File: src/rtl/pri_irq_pkg.sv
package pri_irq_pkg;
  localparam int NSRC    = 5;
  localparam int NEXT    = 2;
  localparam int NPULSE  = NSRC - NEXT;
  localparam int VEC_W   = 16;
  localparam int NIB_W   = 4;
  localparam int NREG    = 4;
  localparam int RA_W    = $clog2(NREG);
  localparam int RB_W    = $clog2(NIB_W);
  localparam int IDX_W   = RA_W + RB_W;
  localparam int VIEW_W  = NREG * NIB_W;

  // slot of each control bit in the flat window: enable at 0,
  // then pending/mask pairs per source in priority order
  function automatic logic [IDX_W-1:0] pend_slot(input int k);
    return IDX_W'(1 + 2 * k);
  endfunction

  function automatic logic [IDX_W-1:0] mask_slot(input int k);
    return IDX_W'(2 + 2 * k);
  endfunction

  function automatic logic [VEC_W-1:0] src_vector(input int k);
    logic [VEC_W-1:0] v;
    case (k)
      0:       v = 16'h0002;
      1:       v = 16'h0004;
      2:       v = 16'h0006;
      3:       v = 16'h0008;
      default: v = 16'h000C;
    endcase
    return v;
  endfunction
endpackage

File: src/rtl/irq_edge_sync.sv
module irq_edge_sync #(
  parameter int STAGES = 2
) (
  input  logic clk,
  input  logic rst_n,
  input  logic pin_i,
  output logic rise_o
);
  logic [STAGES-1:0] chain_q;
  logic              last_q;

  generate
    for (genvar s = 0; s < STAGES; s++) begin : g_stage
      if (s == 0) begin : g_first
        always_ff @(posedge clk or negedge rst_n) begin
          if (!rst_n) chain_q[0] <= 1'b0;
          else        chain_q[0] <= pin_i;
        end
      end else begin : g_next
        always_ff @(posedge clk or negedge rst_n) begin
          if (!rst_n) chain_q[s] <= 1'b0;
          else        chain_q[s] <= chain_q[s-1];
        end
      end
    end
  endgenerate

  always_ff @(posedge clk or negedge rst_n) begin
    if (!rst_n) last_q <= 1'b0;
    else        last_q <= chain_q[STAGES-1];
  end

  assign rise_o = chain_q[STAGES-1] & ~last_q;
endmodule

File: src/rtl/irq_flag_bank.sv
module irq_flag_bank
  import pri_irq_pkg::*;
(
  input  logic             clk,
  input  logic             rst_n,
  input  logic [NSRC-1:0]  evt_i,
  input  logic             take_i,
  input  logic             wr_en_i,
  input  logic [RA_W-1:0]  wr_addr_i,
  input  logic [RB_W-1:0]  wr_bit_i,
  input  logic             wr_val_i,
  input  logic [RA_W-1:0]  rd_addr_i,
  output logic [NIB_W-1:0] rd_data_o,
  output logic             ie_o,
  output logic [NSRC-1:0]  pend_o,
  output logic [NSRC-1:0]  mask_o
);
  logic [IDX_W-1:0]  widx;
  logic [VIEW_W-1:0] view;
  logic              ie_q;
  logic [NSRC-1:0]   pend_q;
  logic [NSRC-1:0]   mask_q;

  assign widx = {wr_addr_i, wr_bit_i};

  generate
    for (genvar k = 0; k < NSRC; k++) begin : g_src
      localparam logic [IDX_W-1:0] PSLOT = pend_slot(k);
      localparam logic [IDX_W-1:0] MSLOT = mask_slot(k);

      // hardware event beats a software clear; software never sets
      always_ff @(posedge clk or negedge rst_n) begin
        if (!rst_n)
          pend_q[k] <= 1'b0;
        else if (evt_i[k])
          pend_q[k] <= 1'b1;
        else if (wr_en_i && widx == PSLOT && !wr_val_i)
          pend_q[k] <= 1'b0;
      end

      always_ff @(posedge clk or negedge rst_n) begin
        if (!rst_n)
          mask_q[k] <= 1'b1;
        else if (wr_en_i && widx == MSLOT)
          mask_q[k] <= wr_val_i;
      end
    end
  endgenerate

  // acceptance clears the enable ahead of any software write
  always_ff @(posedge clk or negedge rst_n) begin
    if (!rst_n)
      ie_q <= 1'b0;
    else if (take_i)
      ie_q <= 1'b0;
    else if (wr_en_i && widx == '0)
      ie_q <= wr_val_i;
  end

  always_comb begin
    view    = '0;
    view[0] = ie_q;
    for (int k = 0; k < NSRC; k++) begin
      view[1 + 2 * k] = pend_q[k];
      view[2 + 2 * k] = mask_q[k];
    end
  end

  assign rd_data_o = view[rd_addr_i * NIB_W +: NIB_W];
  assign ie_o      = ie_q;
  assign pend_o    = pend_q;
  assign mask_o    = mask_q;
endmodule

File: src/rtl/irq_arbiter.sv
module irq_arbiter
  import pri_irq_pkg::*;
(
  input  logic             ie_i,
  input  logic [NSRC-1:0]  pend_i,
  input  logic [NSRC-1:0]  mask_i,
  output logic [NSRC-1:0]  grant_o,
  output logic             take_o,
  output logic [VEC_W-1:0] vec_o
);
  logic [NSRC-1:0] req;
  logic            any;

  assign req = pend_i & ~mask_i;

  // index 0 is the most urgent source
  always_comb begin
    grant_o = '0;
    any     = 1'b0;
    for (int k = 0; k < NSRC; k++) begin
      if (req[k] && !any) begin
        grant_o[k] = 1'b1;
        any        = 1'b1;
      end
    end
  end

  assign take_o = ie_i & any;

  always_comb begin
    vec_o = '0;
    if (take_o) begin
      for (int k = 0; k < NSRC; k++) begin
        if (grant_o[k]) vec_o = src_vector(k);
      end
    end
  end
endmodule

File: src/rtl/pri_irq_ctrl.sv
module pri_irq_ctrl
  import pri_irq_pkg::*;
#(
  parameter int SYNC_STAGES = 2
) (
  input  logic              clk,
  input  logic              rst_n,
  input  logic [NEXT-1:0]   ext_irq_i,
  input  logic [NPULSE-1:0] pulse_evt_i,
  input  logic              wr_en_i,
  input  logic [RA_W-1:0]   wr_addr_i,
  input  logic [RB_W-1:0]   wr_bit_i,
  input  logic              wr_val_i,
  input  logic [RA_W-1:0]   rd_addr_i,
  output logic [NIB_W-1:0]  rd_data_o,
  output logic              irq_take_o,
  output logic [VEC_W-1:0]  irq_vec_o
);
  logic [NEXT-1:0] ext_rise;
  logic [NSRC-1:0] evt;
  logic [NSRC-1:0] pend;
  logic [NSRC-1:0] mask;
  logic [NSRC-1:0] grant;
  logic            ie;
  logic            take;

  generate
    for (genvar e = 0; e < NEXT; e++) begin : g_ext
      irq_edge_sync #(.STAGES(SYNC_STAGES)) u_sync (
        .clk    (clk),
        .rst_n  (rst_n),
        .pin_i  (ext_irq_i[e]),
        .rise_o (ext_rise[e])
      );
    end
  endgenerate

  assign evt = {pulse_evt_i, ext_rise};

  irq_flag_bank u_bank (
    .clk       (clk),
    .rst_n     (rst_n),
    .evt_i     (evt),
    .take_i    (take),
    .wr_en_i   (wr_en_i),
    .wr_addr_i (wr_addr_i),
    .wr_bit_i  (wr_bit_i),
    .wr_val_i  (wr_val_i),
    .rd_addr_i (rd_addr_i),
    .rd_data_o (rd_data_o),
    .ie_o      (ie),
    .pend_o    (pend),
    .mask_o    (mask)
  );

  irq_arbiter u_arb (
    .ie_i    (ie),
    .pend_i  (pend),
    .mask_i  (mask),
    .grant_o (grant),
    .take_o  (take),
    .vec_o   (irq_vec_o)
  );

  assign irq_take_o = take;
endmodule

File: config.mk
export PLATFORM = sky130hd
export DESIGN_NAME = pri_irq_ctrl
export DESIGN_NICKNAME = d
export VERILOG_FILES = /design/src/rtl/pri_irq_pkg.sv /design/src/rtl/irq_edge_sync.sv /design/src/rtl/irq_flag_bank.sv /design/src/rtl/irq_arbiter.sv /design/src/rtl/pri_irq_ctrl.sv
export SDC_FILE = /design/constraint.sdc
export NUM_CORES = 1
export LEC_CHECK = 0
export BUFFER_PORTS_ARGS = -buffer_cell sky130_fd_sc_hd__buf_2
export CAP_MARGIN = 20
export CORE_UTILIZATION = 45
export CTS_CLUSTER_SIZE = 16
export DETAILED_ROUTE_END_ITERATION = 16
export PLACE_DENSITY = 0.84
export SETUP_SLACK_MARGIN = 0.15
export SLEW_MARGIN = 20
export SYNTH_ARGS = -nofsm -noshare
export SYNTH_HDL_FRONTEND = slang
export SYNTH_SLANG_ARGS = --single-unit
File: constraint.sdc
create_clock -name clk -period 1.5 [get_ports clk]
set_input_delay 0.225 -clock clk [delete_from_list [all_inputs] [get_ports clk]]
set_output_delay 0.225 -clock clk [all_outputs]
set_load 0.1 [all_outputs]
* Word-level counts from Yosys, hierarchy flattened
Cells that the tools add are included.
** Word-level totals
- Register bits :: 17
- Logic and storage cells :: 94
- Output and inout port bits :: 21
** Operators by class
- Reduce and logical (&&, ||, !) cells :: 32
- Bitwise gates (word level) :: 7
- Shift-type cells :: 1
- Equal/unequal tests :: 10
- Mux-type cells :: 27
** Operators by type and width (number)
- 2-to-1 mux 1 bit :: 21
- logical AND 1 bit :: 20
- equality test 4 x 3 -> 1 bit (second input constant) :: 4
- 2-to-1 mux 16 bit :: 1
- variable part select 16 x 5 -> 4 bit :: 1
- equality test 4 bit (second input constant) :: 3
- nonzero test 2 bit :: 6
- equality test 4 x 2 -> 1 bit (second input constant) :: 2
- 2-to-1 mux 4 bit :: 2
- 2-to-1 mux 3 bit :: 2
- AND 5 bit :: 1
- logical NOT 1 bit :: 5
- inverter 5 bit :: 1
- equality test 4 x 1 -> 1 bit (second input constant) :: 1
- logical NOT 4 bit :: 1
- AND 1 bit :: 3
- 2-to-1 mux 2 bit :: 1
- inverter 1 bit :: 2

* Depth between registers and ports, before layout
- Word-level depth :: 17
- Gate-level depth with buffers :: 4
- Gate-level depth less buffers :: 4

* By module
A second synthesis with hierarchy kept.
** Second synthesis, totals
- Cell total of the unflattened synthesis :: 98
- Area total of the unflattened synthesis :: 1021.0 µm²
** Modules (own cells, without submodules)
- irq_flag_bank :: cells an instance 55, area each 614.3 µm², instances 1
- irq_arbiter :: cells an instance 35, area each 229.0 µm², instances 1
- irq_edge_sync :: cells an instance 4, area each 88.8 µm², instances 2

* Worst setup path after synthesis
OpenSTA, ideal clock, no wires.
- Kind :: register to output
- Start point :: register u_bank.mask_q[2] (netlist: u_bank.mask_o[2])
- End point :: output port irq_vec_o[3]
- Buffers on the path :: 0
- Arrival :: 2966 ps
- Data required time :: 1275 ps
- Cell stages (with the launch flop) :: 4
- Setup slack :: -1691 ps
- Path through :: dfstp_2 nand2b_1 o21ai_0 a211oi_1
** On the way
- Word-level cells in the longest chain between the ends :: 12
- Elaborated cells between the ends (all ways) :: 16
** RTL lines
- start: declaration :: RTL line irq_flag_bank.sv:22 : logic [NSRC-1:0] mask_q;
- start signal: indexed assignment :: RTL line irq_flag_bank.sv:45 : mask_q[k] <= wr_val_i;
- inverter 5 bit * :: RTL line irq_arbiter.sv:14 : assign req = pend_i & ~mask_i;
- AND 5 bit * :: RTL line irq_arbiter.sv:14
- logical AND 1 bit * :: RTL line irq_arbiter.sv:21 : if (req[k] && !any) begin
- 2-to-1 mux 1 bit * :: RTL line irq_arbiter.sv:21
- logical NOT 1 bit :: RTL line irq_arbiter.sv:21
- logical AND 1 bit :: RTL line irq_arbiter.sv:21
- 2-to-1 mux 1 bit :: RTL line irq_arbiter.sv:21
- logical NOT 1 bit :: RTL line irq_arbiter.sv:21
- logical AND 1 bit :: RTL line irq_arbiter.sv:21
- 2-to-1 mux 1 bit :: RTL line irq_arbiter.sv:21
- 2-to-1 mux 4 bit / AND 1 bit (equally long branches) :: RTL line irq_arbiter.sv:34, irq_arbiter.sv:28
- 2-to-1 mux 16 bit * :: RTL line irq_arbiter.sv:32 : if (take_o) begin
- end: declaration :: RTL line pri_irq_ctrl.sv:17 : output logic [VEC_W-1:0] irq_vec_o
Every way passes the cells marked *; elsewhere a longest branch is shown, timed or not.

* Worst setup path in the final report
- Start point :: register u_bank.mask_q[0] (netlist: u_bank.mask_o[0])
- End point :: output port irq_vec_o[3]
** On the way
- Word-level cells in the longest chain between the ends :: 17
- Elaborated cells between the ends (all ways) :: 21
** RTL lines (RTL line)
- inverter 5 bit * :: irq_arbiter.sv:14
- AND 5 bit * :: irq_arbiter.sv:14
- 2-to-1 mux 1 bit * :: irq_arbiter.sv:21
- logical NOT 1 bit :: irq_arbiter.sv:21
- logical AND 1 bit :: irq_arbiter.sv:21
- 2-to-1 mux 1 bit * :: irq_arbiter.sv:21
- logical NOT 1 bit :: irq_arbiter.sv:21
- logical AND 1 bit :: irq_arbiter.sv:21
- 2-to-1 mux 1 bit * :: irq_arbiter.sv:21
- logical NOT 1 bit :: irq_arbiter.sv:21
- logical AND 1 bit :: irq_arbiter.sv:21
- 2-to-1 mux 1 bit :: irq_arbiter.sv:21
- logical NOT 1 bit :: irq_arbiter.sv:21
- logical AND 1 bit :: irq_arbiter.sv:21
- 2-to-1 mux 1 bit :: irq_arbiter.sv:21
- 2-to-1 mux 4 bit / AND 1 bit (equally long branches) :: irq_arbiter.sv:34, irq_arbiter.sv:28
- 2-to-1 mux 16 bit * :: irq_arbiter.sv:32
Marked as above.

==> flow_summary.toml <==
[synthesis]
synth.avg_cell_area_um2 = 9.90
yosysSeqAreaShare = 0.459
synth_edf_count = 0
synth_cell_types = 29
synthTopCellsByCount = "buf_4 (13), nand2_1 (13), dfrtp_1 (12)"
synth-seq-cells = 17
syn_area_um2 = 941
async_reset_ff_frac = 1.00
yosys.area.top_type_share = 0.319
netlist_instances = 95
synth_warnings = 0
synth_area_leaders = "dfrtp_1 (32%), dfstp_2 (14%), buf_4 (10%)"
synth_top_area_cell = "dfrtp_1"
ys.flop_type = "dfrtp_1"

[power_and_ir_drop]
intPower_uw = 960
fin_total_pwr_mw = 1.71
ir_drop_v = 0.000717
seqPwrFrac = 0.340
leakage_nw = 0.606
p_clk_frac = 0.132
p_sw_uw = 752
swShare = 0.439
p_comb_frac = 0.528
powerDensity_nw_per_um2 = 1230

[critical_path]
r2r_slack_ns = 0.27
crit_type = "reg -> out"
cp.arrival_ns = 1.50
critical_path_buf_inv_count = 1
cpMaxStageDelayCell = "dfstp_2"
cp_slowest_stage_delay_ns = 0.54
crit_path_end_kind = "output pin"
setup.worst_path.start_class = "flop"
required_ns = 1.27
cp_top_family = "flip-flops"
critPathMaxFanout = 3
crit_chain = "nand2b_4, nand2_4, a211oi_4, buf_12"

[grt]
grt_pass1_vias = 714
grt_max_degree = 18
grtUsageTotal = 0.202
overflow = 0
grt_pass1_wl_um = 3080
antenna_found_initial = 0

[cells_and_area]
nNetsFinal = 142
stdcell_count = 153
fillers = 142
layout-drive-gt1-share = 0.492
area_growth_pct = 48.3
final-seq-area_um2 = 433
antenna_cells = 0
multi_input_area_um2 = 598

[sta]
rsz0062_at_grt = "yes"
finalSetupViolCount = 7
fmax_mhz = 579
drv_slew = 0
fin_crit_ns = 1.73
skew_ns = 0.00248
finalHoldViolCount = 0
setup_ws_ns = -0.226
period_share = 1.15

[die]
core-area_um2 = 1960
chipHeight_um = 47.7
start_util = 0.480
ios = 36
fp-row-count = 16
dieArea_um2 = 2280
die_w_um = 47.7

[cts]
clkTransAtPathRegs_ns = 0.08
cts_sinks = 17
cts-buffers-inserted = 3
h-tree-depth = 1
clk_latency_ns = 0.28
cts_tree = "yes"
cts_root_buf = "clkbuf_4"
clockBufferDepth = 2

[routing]
ant_nets = 0
wl_per_cell_um = 13.9
first_pass_iters = 4
route.detailed.drc = 0
vias = 789
wl_um = 2120
avgViaCountPerCell = 5.16
drt_iter0_drc = 20

[flow_run]
cap_violations = 0

[placement]
dp_hpwl_um = 1520
dp_cells = 143
gp_congestion = 0.891
port_buffers = 22

[min_path]
hold_class = "in -> reg"

[status]
status = "finished with violations"
violations = "setup timing"
[layout make-up]
cell class / count / area share
inverters: 4 / 0.0108
well taps: 27 / 0.0242
flip-flops and latches: 17 / 0.310
multi-input cells: 72 / 0.429
repair buffers: 29 / 0.207
clock buffers: 4 / 0.0188
[final timing paths]
kind                       depth (start not counted)                                  from                                   end
setup reg to reg                                   4          u_bank.mask_o[3]$_DFFE_PN1P_               u_bank.ie_o$_DFFE_PN0P_
setup / recovery                                   4          u_bank.mask_o[0]$_DFFE_PN1P_                          irq_vec_o[3]
max in group asynchronous                          2                                 rst_n          u_bank.mask_o[3]$_DFFE_PN1P_
hold reg to reg                                    0  g_ext[0].u_sync.chain_q[0]$_DFF_PN0_  g_ext[0].u_sync.chain_q[1]$_DFF_PN0_
hold / removal                                     1                          ext_irq_i[1]  g_ext[1].u_sync.chain_q[0]$_DFF_PN0_
min in group asynchronous                          2                                 rst_n  g_ext[1].u_sync.chain_q[1]$_DFF_PN0_
[layout by cell type (no fill, tap or decap), types with 2 or more instances in the layout]
master    count
clkbuf_4      3
buf_2        14
o21ai_0       2
o22ai_4       3
nor2_1        3
mux2_4        2
nand2b_1      2
nand2_1      12
nor2_4        2
nor2b_1       3
conb_1       13
nand3_1       2
buf_12        8
nor3_2        2
mux2_2        2
inv_1         3
dfstp_2       5
nand2b_4      4
dfrtp_1      11
mux2i_1       2
a21o_1        2
buf_4         5
mux2i_4       2
[cell families after synthesis]
| family | after synthesis | share of synthesized area |
|---|---|---|
| flip-flops | 17 | 0.459 |
| multiplexers | 8 | 0.0984 |
| other | 1 | 0.00399 |
| AND/OR/NAND/NOR | 36 | 0.213 |
| AO/OA/AOI/OAI | 15 | 0.101 |
| buffers and inverters | 18 | 0.125 |
[flip-flops by register name, indices dropped and copies added (netlist names)]
signal                cells
g_ext.u_sync.last_q       2
g_ext.u_sync.chain_q      4
u_bank.pend_o             5
u_bank.ie_o               1
u_bank.mask_o             5
[repair_timing]
action                                  4_1_cts  5_1_grt
pin swaps                                     2        2
endpoints found under the setup margin        8        8
resized for setup                            13        3
hold endpoints to repair                     12        0
hold buffers                                  1        0
setup buffers                                 4        1
[routing by layer]
| layer | routed length (um) | track usage |
|---|---|---|
| met3 | 72 | 0.0226 |
| met1 | 872 | 0.245 |
| met4 | 54 | 0.128 |
| met5 | 0 | 0 |
| met2 | 1130 | 0.341 |
[power groups by stage]
stage	Sequential (mW)	Combinational [mW]	Clock, mW
after floorplan	0.571	0.610	0
after global placement	0.579	0.747	0
after detailed placement	0.585	0.764	0
after CTS	0.576	0.874	0.230
after global routing	0.590	0.940	0.248
final	0.582	0.904	0.225
[per-stage QoR]
stage / hold slack, ns / TNS (ns) / instance area, um^2 / util / setup slack, ns
floorplan: -0.0706 / -0.307 / 1090 / - / -0.299
global placement: 0.144 / 0 / 1240 / 0.633 / 0.0582
detailed placement: 0.149 / -0.00981 / 1240 / 0.633 / -0.00981
CTS: 0.0449 / -0.998 / 1370 / 0.699 / -0.206
global route: 0.0370 / -1.41 / 1400 / 0.711 / -0.266
finish: 0.0480 / -1.08 / 1400 / 0.711 / -0.226
(Power assumes the default switching activity.)
